==> config.mk <==
export PLATFORM = sky130hd
export DESIGN_NAME = usb_irq_flags
export DESIGN_NICKNAME = d
export VERILOG_FILES = /design/src/rtl/usb_irq_pkg.sv /design/src/rtl/usb_irq_event_bit.sv /design/src/rtl/usb_irq_status_bit.sv /design/src/rtl/usb_irq_enable_reg.sv /design/src/rtl/usb_irq_req.sv /design/src/rtl/usb_irq_flags.sv
export SDC_FILE = /design/constraint.sdc
export NUM_CORES = 1
export LEC_CHECK = 0
export CAP_MARGIN = 30
export CORE_MARGIN = 2
export CORE_UTILIZATION = 30
export CTS_CLUSTER_DIAMETER = 150
export DETAILED_ROUTE_END_ITERATION = 16
export DONT_BUFFER_PORTS = 1
export GPL_TIMING_DRIVEN = 0
export HOLD_SLACK_MARGIN = 0.08
export SYNTH_ARGS = -nofsm -noshare
export SYNTH_HDL_FRONTEND = slang
export SYNTH_SLANG_ARGS = --single-unit
==> constraint.sdc <==
create_clock -name clk -period 1.3 [get_ports clk]
set_input_delay 0.065 -clock clk [delete_from_list [all_inputs] [get_ports clk]]
set_output_delay 0.065 -clock clk [all_outputs]
set_load 0.02 [all_outputs]
==> src/rtl/usb_irq_pkg.sv <==
package usb_irq_pkg;

    localparam int FLAG_W = 8;

    // Bit positions; software decodes these, so they are fixed.
    localparam int B_BUS_RST     = 7;
    localparam int B_EP1_FULL    = 6;
    localparam int B_EP2_REQ     = 5;
    localparam int B_EP2_ROOM    = 4;
    localparam int B_SETUP       = 3;
    localparam int B_EP0_OUT     = 2;
    localparam int B_EP0_IN_REQ  = 1;
    localparam int B_EP0_IN_DONE = 0;

    localparam logic [FLAG_W-1:0] STATUS_MASK = FLAG_W'((1 << B_EP1_FULL) | (1 << B_EP2_ROOM));
    localparam logic [FLAG_W-1:0] LATCH_MASK  = ~STATUS_MASK;
    localparam logic [FLAG_W-1:0] FLAG_RST    = FLAG_W'(1 << B_EP2_ROOM);
    localparam logic [FLAG_W-1:0] EN_RST      = '0;

    typedef enum logic {
        SEL_FLAGS  = 1'b0,
        SEL_ENABLE = 1'b1
    } reg_sel_e;

    typedef struct packed {
        logic              wr;
        reg_sel_e          sel;
        logic [FLAG_W-1:0] data;
    } cpu_wr_t;

    typedef struct packed {
        logic bus_reset;
        logic ep2_in_nodata;
        logic setup_done;
        logic ep0_out_done;
        logic ep0_in_req;
        logic ep0_in_done;
    } usb_events_t;

    typedef struct packed {
        logic ep1_full;
        logic ep2_room;
    } usb_status_t;

    // Place events and status levels at their register bit positions.
    function automatic logic [FLAG_W-1:0] place_hw(input usb_events_t ev, input usb_status_t st);
        logic [FLAG_W-1:0] v;
        v                = '0;
        v[B_BUS_RST]     = ev.bus_reset;
        v[B_EP1_FULL]    = st.ep1_full;
        v[B_EP2_REQ]     = ev.ep2_in_nodata;
        v[B_EP2_ROOM]    = st.ep2_room;
        v[B_SETUP]       = ev.setup_done;
        v[B_EP0_OUT]     = ev.ep0_out_done;
        v[B_EP0_IN_REQ]  = ev.ep0_in_req;
        v[B_EP0_IN_DONE] = ev.ep0_in_done;
        return v;
    endfunction

endpackage

==> src/rtl/usb_irq_event_bit.sv <==
module usb_irq_event_bit #(
    parameter logic RST_VAL = 1'b0
) (
    input  logic clk,
    input  logic rst,
    input  logic set_i,
    input  logic clr_i,
    output logic q_o
);
    always_ff @(posedge clk) begin
        if (rst)
            q_o <= RST_VAL;
        else if (set_i)
            q_o <= 1'b1;          // a new event beats a same-cycle clear
        else if (clr_i)
            q_o <= 1'b0;
    end
endmodule

==> src/rtl/usb_irq_status_bit.sv <==
module usb_irq_status_bit #(
    parameter logic RST_VAL = 1'b0
) (
    input  logic clk,
    input  logic rst,
    input  logic level_i,
    output logic q_o
);
    always_ff @(posedge clk) begin
        if (rst)
            q_o <= RST_VAL;
        else
            q_o <= level_i;
    end
endmodule

==> src/rtl/usb_irq_enable_reg.sv <==
module usb_irq_enable_reg #(
    parameter int          W       = 8,
    parameter logic [W-1:0] RST_VAL = '0
) (
    input  logic         clk,
    input  logic         rst,
    input  logic         wr_i,
    input  logic [W-1:0] wdata_i,
    output logic [W-1:0] q_o
);
    always_ff @(posedge clk) begin
        if (rst)
            q_o <= RST_VAL;
        else if (wr_i)
            q_o <= wdata_i;
    end
endmodule

==> src/rtl/usb_irq_req.sv <==
module usb_irq_req #(
    parameter int W = 8
) (
    input  logic         clk,
    input  logic         rst,
    input  logic [W-1:0] flags_i,
    input  logic [W-1:0] en_i,
    output logic         irq_o
);
    logic hit;
    assign hit = |(flags_i & en_i);

    always_ff @(posedge clk) begin
        if (rst)
            irq_o <= 1'b0;
        else
            irq_o <= hit;
    end
endmodule

==> src/rtl/usb_irq_flags.sv <==
module usb_irq_flags
    import usb_irq_pkg::*;
(
    input  logic              clk,
    input  logic              rst,
    input  logic              reg_wr,
    input  logic              reg_sel,
    input  logic [FLAG_W-1:0] reg_wdata,
    output logic [FLAG_W-1:0] reg_rdata,
    input  logic              ev_bus_reset,
    input  logic              ev_ep2_in_nodata,
    input  logic              ev_setup_done,
    input  logic              ev_ep0_out_done,
    input  logic              ev_ep0_in_req,
    input  logic              ev_ep0_in_done,
    input  logic              st_ep1_full,
    input  logic              st_ep2_room,
    output logic              irq
);
    cpu_wr_t           cpu;
    usb_events_t       ev;
    usb_status_t       st;
    logic [FLAG_W-1:0] hw_vec;
    logic [FLAG_W-1:0] flags_q;
    logic [FLAG_W-1:0] en_q;
    logic              flag_wr;
    logic              en_wr;

    assign cpu.wr   = reg_wr;
    assign cpu.sel  = reg_sel_e'(reg_sel);
    assign cpu.data = reg_wdata;

    assign ev.bus_reset     = ev_bus_reset;
    assign ev.ep2_in_nodata = ev_ep2_in_nodata;
    assign ev.setup_done    = ev_setup_done;
    assign ev.ep0_out_done  = ev_ep0_out_done;
    assign ev.ep0_in_req    = ev_ep0_in_req;
    assign ev.ep0_in_done   = ev_ep0_in_done;
    assign st.ep1_full      = st_ep1_full;
    assign st.ep2_room      = st_ep2_room;

    assign hw_vec  = place_hw(ev, st);
    assign flag_wr = cpu.wr && (cpu.sel == SEL_FLAGS);
    assign en_wr   = cpu.wr && (cpu.sel == SEL_ENABLE);

    for (genvar i = 0; i < FLAG_W; i++) begin : g_bit
        if (STATUS_MASK[i]) begin : g_status
            usb_irq_status_bit #(.RST_VAL(FLAG_RST[i])) u_bit (
                .clk     (clk),
                .rst     (rst),
                .level_i (hw_vec[i]),
                .q_o     (flags_q[i])
            );
        end else begin : g_event
            usb_irq_event_bit #(.RST_VAL(FLAG_RST[i])) u_bit (
                .clk   (clk),
                .rst   (rst),
                .set_i (hw_vec[i]),
                .clr_i (flag_wr && !cpu.data[i]),
                .q_o   (flags_q[i])
            );
        end
    end

    usb_irq_enable_reg #(.W(FLAG_W), .RST_VAL(EN_RST)) u_en (
        .clk     (clk),
        .rst     (rst),
        .wr_i    (en_wr),
        .wdata_i (cpu.data),
        .q_o     (en_q)
    );

    usb_irq_req #(.W(FLAG_W)) u_req (
        .clk     (clk),
        .rst     (rst),
        .flags_i (flags_q),
        .en_i    (en_q),
        .irq_o   (irq)
    );

    always_comb begin
        unique case (cpu.sel)
            SEL_FLAGS:  reg_rdata = flags_q;
            SEL_ENABLE: reg_rdata = en_q;
            default:    reg_rdata = flags_q;
        endcase
    end
endmodule

==> out/summary.log, run 1 <==
INFO  route          met2RoutedLength=857microns
INFO  synthesis      postSynthNetCount=101
INFO  floorplanning  chipHeight=53.6microns
INFO  place          placement.io_buffers=0
INFO  synthesis      yosysSeqAreaShare=46.1%
INFO  flow_run       drv_cap=0
INFO  global_routing globalRoute.totalOverflow=0
INFO  cts            tritoncts.num_buffers=3
INFO  critical_path  worst-r2r-cell-count=3
INFO  synthesis      syn-instance-count=81
INFO  synthesis      post_synth.cell_area_avg=9.11squm
INFO  synthesis      ys_types=17
INFO  route          drc=0
INFO  sta            finalMaxSlewViolations=0
INFO  critical_path  crit_path_dat=1440ps
INFO  synthesis      syn-cell-area=738squm
INFO  cts            post-cts-setup-buffers=0
INFO  floorplanning  dieWidth=53.6microns
INFO  global_routing number_of_global_route_vias_before_repair=682
INFO  synthesis      netlist.area_leader.share=46.1%
INFO  global_routing grt_antenna_before_repair=0
INFO  hold_path      min_path_cells=2
INFO  cts            cts_tree=yes
INFO  hold_path      hold_end=g_bit[6].g_status.u_bit.q_o$_SDFF_PP0_
INFO  floorplanning  core_area=2280squm
INFO  sta            unrepaired_setup_endpoints_after_global_routing=false
INFO  cts            clkLatencyLatePin=290ps
INFO  sta            slew_at_the_pin_closest_to_its_max_slew_limit=380ps
INFO  run_status     run_status=complete, no violations
INFO  route          top_layer=met4
INFO  cts            clock_tree.buffer_depth=2
INFO  layout         finalInstanceArea=1030squm
INFO  route          vias=673
INFO  sta            finalClockSkew=5.79ps
INFO  synthesis      cell_type_with_the_highest_aggregate_area_in_the_netlist=dfxtp_1
INFO  critical_path  critPathRequiredTime=1530ps
INFO  critical_path  worst-path-max-fanout=3
INFO  critical_path  endpoint_type_of_the_worst_setup_path=flop
INFO  place          post-dp-hpwl=1150microns
INFO  cts            clock_pin_slew_on_the_worst_setup_and_hold_paths=110ps
INFO  route          postRouteAntennaNets=0
INFO  floorplanning  floorplan.die_area=2870squm
INFO  route          drt_iter0_drc=19
INFO  layout         final_layout_size_suffix_gt1_share=19.6%
INFO  sta            relSlewSlack=74.7%
INFO  sta            hold_viol_final=0
INFO  critical_path  reg2reg_setup_slack=100ps
INFO  route          drt_first_pass_iters=4
INFO  route          met3WireLength=114microns
INFO  hold_path      min-delay-start=rst
INFO  floorplanning  initial_core_util=32.4%
INFO  sta            shortest_period_the_worst_path_allows=1200ps
INFO  route          detail_route.wl_per_cell=13.4microns
INFO  route          wl_met1=822microns
INFO  pwr            power_leakage=0.000427uW
INFO  route          routed_via_density=4.99
INFO  sta            finish_stage_setup_viols=0
INFO  critical_path  worstReg2RegStart=g_bit[5].g_event.u_bit.q_o$_SDFFE_PP0P_
INFO  synthesis      ys_seq_elements=17
INFO  layout         area.growth.synth_to_final=39.0%
INFO  floorplanning  std_cell_rows=17
INFO  layout         n_antenna_cell=0
INFO  cts            cts_htree_levels=1
INFO  pwr            ir_drop=0.703mV
INFO  global_routing grt_first_pass_wirelength=2990microns
INFO  global_routing grt_start_max_net_pins=11
INFO  floorplanning  boundaryPins=29
INFO  synthesis      synth.top_cells.by_area=dfxtp_1 (46%), a21oi_1 (9.5%), mux2_2 (9.2%), nand3_1 (5.4%), o21ai_0 (4.1%)
INFO  sta            timing.setup.tns=0ps
INFO  critical_path  crit-reg2reg-capture=g_bit[5].g_event.u_bit.q_o$_SDFFE_PP0P_
INFO  layout         nFillCells=225
INFO  global_routing globalRouteTotalUtil=14.5%
INFO  sta            achievable-frequency=830MHz
INFO  place          placed_area=773squm
INFO  critical_path  criticalPathCategory=reg2reg
INFO  route          routed_wl=1810microns
INFO  layout         finalNetCount=128
INFO  place          gp_congestion=0.672
INFO  synthesis      ys_warn_count=0
INFO  critical_path  setup.worst_path.start_class=flop
INFO  sta            finalCritPeriodShare=92.6%
INFO  cts            cts_num_sinks=17
INFO  pwr            power_density=1030nW/um^2
INFO  hold_path      worst_hold_path_type=in2reg
INFO  cts            clockRootBuffer=clkbuf_4
## per-layer routing
| metal | vias to the layer above | GRT usage [%] |
|---|---|---|
| met5 | - | 0 |
| met4 | 0 | 6.41 |
| met3 | 2 | 2.50 |
| met2 | 26 | 23.7 |
| met1 | 310 | 18.6 |
| li1 | 335 | - |
## placed cells by master, fill, tap and decap left out
cell,count
nand3_1,8
dlymetal6s4s_1,1
a22oi_1,4
clkbuf_1,1
buf_2,2
mux2_2,6
nand2b_4,1
dfxtp_1,15
dlygate4sd3_1,21
a41oi_1,1
nand2_2,1
clkinv_2,1
o21ai_0,6
nor2b_1,1
clkbuf_4,3
buf_6,2
dfxtp_2,2
inv_1,6
or2_2,1
a21oi_1,14
mux2_4,2
nand2_1,8
## critical path, cell delays in order, from the launching register on
cell and delay, ps:
dfxtp_2 360, o21ai_0 90, a21oi_1 150, dlygate4sd3_1 550
## timing repair
action,in CTS,in global routing
hold buffers,22,0
endpoints found under the setup margin,0,2
gates resized for setup,0,3
hold endpoints to repair,16,0
## cell type report
type | count | area (sq um) | share of cell area, %
Sequential cell | 17 | 343 | 33.4
Multi-Input combinational cell | 53 | 339 | 33.0
Timing Repair Buffer | 22 | 223 | 21.7
Buffer | 5 | 36.3 | 3.54
Tap cell | 28 | 35.0 | 3.41
Clock buffer | 3 | 22.5 | 2.20
Inverter | 6 | 22.5 | 2.20
Clock inverter | 1 | 5.00 | 0.488
## cell families after synthesis
logic type / Yosys count / synth area share [%]
AO/OA/AOI/OAI: 25 / 18.8
buffers and inverters: 11 / 7.97
flip-flops: 17 / 46.1
multiplexers: 8 / 13.2
AND/OR/NAND/NOR: 20 / 13.9
## power breakdown
part | switching [uW] | total [uW] | internal (uW)
Combinational | 93.0 | 196 | 103
Clock | 170 | 284 | 114
Sequential | 22.5 | 575 | 553
Total | 285 | 1050 | 769
## cells in the mapped netlist
cell and number:
dfxtp_1 17, buf_6 2, buf_2 2, o21ai_0 6, a21oi_1 14, mux2_2 6
nand3_1 8, nand2_1 8, a22oi_1 4, a41oi_1 1, nand2_2 1, nor2b_1 1
mux2_4 2, nand2b_4 1, clkbuf_1 1, inv_1 6, or2_2 1
## sequential cells by signal (all words and copies together), names as in the netlist
signal	cells
g_bit.g_event.u_bit.q_o	6
g_bit.g_status.u_bit.q_o	2
u_en.q_o	8
u_req.irq_o	1
## worst max-delay path by stage
stage / startpoint / end / slack (ps) / depth (start not counted)
2_1_floorplan: g_bit[7].g_event.u_bit.q_o$_SDFFE_PP0P_ / u_req.irq_o$_SDFF_PP0_ / 590 / 2
3_5_place_dp: rst / g_bit[3].g_event.u_bit.q_o$_SDFFE_PP0P_ / 440 / 3
3_3_place_gp: rst / u_en.q_o[7]$_SDFFE_PP0P_ / 460 / 3
4_1_cts: g_bit[7].g_event.u_bit.q_o$_SDFFE_PP0P_ / g_bit[7].g_event.u_bit.q_o$_SDFFE_PP0P_ / 100 / 3
5_1_grt: g_bit[2].g_event.u_bit.q_o$_SDFFE_PP0P_ / g_bit[2].g_event.u_bit.q_o$_SDFFE_PP0P_ / 0.4 / 3
6_report: g_bit[5].g_event.u_bit.q_o$_SDFFE_PP0P_ / g_bit[5].g_event.u_bit.q_o$_SDFFE_PP0P_ / 100 / 3
## metrics by stage
stage	power (uW)	cells	utilization, %	hold slack [ps]	setup WS, ps
floorplan	698	81	-	169	590
global placement	722	109	34.0	170	464
detailed placement	725	109	34.0	171	442
CTS	1060	135	44.9	134	103
global route	1110	135	45.1	159	0.399
finish	1050	135	45.1	151	95.7
(Power assumes the default switching activity.)
==> run 2, diff against run 1 <==
- REMOVE_ABC_BUFFERS: not set -> 1
==> out/summary.log, run 2 (synthesized netlist as in run 1, its figures left out) <==
INFO  cts            clock_tree.buffer_depth=2
INFO  floorplanning  boundaryPins=29
INFO  floorplanning  chipHeight=53.6microns
INFO  cts            cts_tree=yes
INFO  layout         final_layout_size_suffix_gt1_share=13.1%
INFO  sta            hold_viol_final=0
INFO  critical_path  critPathRequiredTime=1450ps
INFO  layout         utilization=45.4%
INFO  route          drt_iter0_drc=6
INFO  critical_path  cell_family_contributing_the_most_delay_on_the_critical_path=buffers and inverters
INFO  sta            relSlewSlack=59.8%
INFO  layout         largest_reg_flops=8
INFO  cts            clkLatencyLatePin=290ps
INFO  layout         post_layout_nonfiller_instances=135
INFO  route          vias=710
INFO  global_routing number_of_global_route_vias_before_repair=710
INFO  critical_path  criticalPathCategory=in2reg
INFO  critical_path  worst-path-buf-inv=2
INFO  route          routed_via_density=5.26
INFO  layout         finalNetCount=128
INFO  cts            tritoncts.num_buffers=3
INFO  sta            finalClockSkew=0.492ps
INFO  cts            cts_htree_levels=1
INFO  critical_path  crit_path_dat=1320ps
INFO  hold_path      worst_hold_path_type=in2reg
INFO  global_routing grt_start_max_net_pins=19
INFO  global_routing globalRouteTotalUtil=14.9%
INFO  cts            clockRootBuffer=clkbuf_4
INFO  critical_path  crit_path_max_incr_delay=560ps
INFO  cts            cts_resized=0
INFO  sta            timing.setup.tns=0ps
INFO  floorplanning  floorplan.die_area=2870squm
INFO  sta            finalMaxSlewViolations=0
INFO  floorplanning  std_cell_rows=17
INFO  cts            post-cts-setup-buffers=0
INFO  pwr            power_leakage=0.000389uW
INFO  place          dp_cells=104
INFO  critical_path  worst-path-max-fanout=2
INFO  route          detail_route.wl_per_cell=13.6microns
INFO  cts            clock_pin_slew_on_the_worst_setup_and_hold_paths=90ps
INFO  layout         max_flop_register=u_en.q_o
INFO  global_routing grt_first_pass_wirelength=3020microns
INFO  layout         nFillCells=217
INFO  place          post-dp-hpwl=1100microns
INFO  route          drt_first_pass_iters=4
INFO  floorplanning  initial_core_util=32.4%
INFO  sta            slew_at_the_pin_closest_to_its_max_slew_limit=600ps
INFO  pwr            ir_drop=0.664mV
INFO  cts            cts_num_sinks=17
INFO  sta            finish_stage_setup_viols=0
INFO  floorplanning  core_area=2280squm
INFO  pwr            power_density=993nW/um^2
INFO  run_status     run_status=complete, no violations
INFO  critical_path  setup.worst_path.start_class=primary input
INFO  layout         top_regs=u_en.q_o: 8 flops, g_bit.g_event.u_bit.q_o: 6 flops, g_bit.g_status.u_bit.q_o: 2 flops
INFO  place          gp_congestion=0.772
INFO  route          postRouteAntennaNets=0
INFO  sta            shortest_period_the_worst_path_allows=1170ps
INFO  layout         final_cell_mix=dlygate4sd3_1 (27), dfxtp_1 (17), a21oi_1 (14)
INFO  route          drc=0
INFO  sta            finalCritPeriodShare=89.7%
INFO  sta            achievable-frequency=858MHz
INFO  critical_path  timing.critical_path.mode_cell=dlygate4sd3_1
INFO  global_routing globalRoute.totalOverflow=0
INFO  flow_run       drv_cap=0
INFO  critical_path  crit_path_cell_trace=dlygate4sd3_1 > nand3_1 > dlygate4sd3_1 > a21oi_1
INFO  layout         n_antenna_cell=0
INFO  global_routing grt_antenna_before_repair=0
INFO  route          routed_wl=1830microns
INFO  critical_path  critical_path.slowest_cell=dlygate4sd3_1
INFO  sta            unrepaired_setup_endpoints_after_global_routing=false
INFO  floorplanning  dieWidth=53.6microns
INFO  place          placement.io_buffers=0
INFO  cts            cts-hold-fix-buffers=27
INFO  layout         area.growth.synth_to_final=40.0%
INFO  pwr            design_power_total=1030uW
INFO  layout         mostFrequentLayoutCell=dlygate4sd3_1
INFO  critical_path  endpoint_type_of_the_worst_setup_path=flop
## run 2: power breakdown
group | internal (uW) | switching [uW]
clock network | 119 | 157
registers | 552 | 23.4
logic | 96.1 | 79.2
total | 767 | 260
## run 2: layout make-up
type,instances,area (sq um),area share (%)
flip-flops and latches,17,340,32.9
clock buffers,4,26.3,2.54
multi-input cells,53,339,32.8
inverters,6,22.5,2.18
repair buffers,27,270,26.2
well taps,28,35.0,3.39
## run 2: per-layer routing
layer	track usage, %	wire length [microns]	vias to the layer above
li1	-	-	336
met1	16.2	740	338
met2	26.1	932	32
met3	3.33	129	4
met4	8.97	30	0
met5	0	0	-
## run 2: path summary, 6_finish.rpt
| kind | from | end | slack [ps] | cells past startpoint |
|---|---|---|---|---|
| worst max-delay path | reg_wdata[2] | u_en.q_o[2]$_SDFFE_PP0P_ | 130 | 4 |
| worst min-delay path | reg_sel | g_bit[2].g_event.u_bit.q_o$_SDFFE_PP0P_ | 170 | 3 |
| worst max register to register | g_bit[0].g_event.u_bit.q_o$_SDFFE_PP0P_ | u_req.irq_o$_SDFF_PP0_ | 500 | 2 |
| worst min register to register | u_en.q_o[1]$_SDFFE_PP0P_ | u_en.q_o[1]$_SDFFE_PP0P_ | 480 | 2 |
## run 2: through the flow
step           hold slack, ps  setup slack, ps  area (sq um)
6_report                  168              134          1030
5_1_grt                   167              120          1030
4_1_cts                   146              165          1030
3_5_place_dp              138              527           737
3_3_place_gp              136              537           737
2_1_floorplan             134              590           702
## run 2: worst reg2reg max path: stages (launching register included)
cell	delay [ps]
dfxtp_1	330
a22oi_1	200
a41oi_1	130
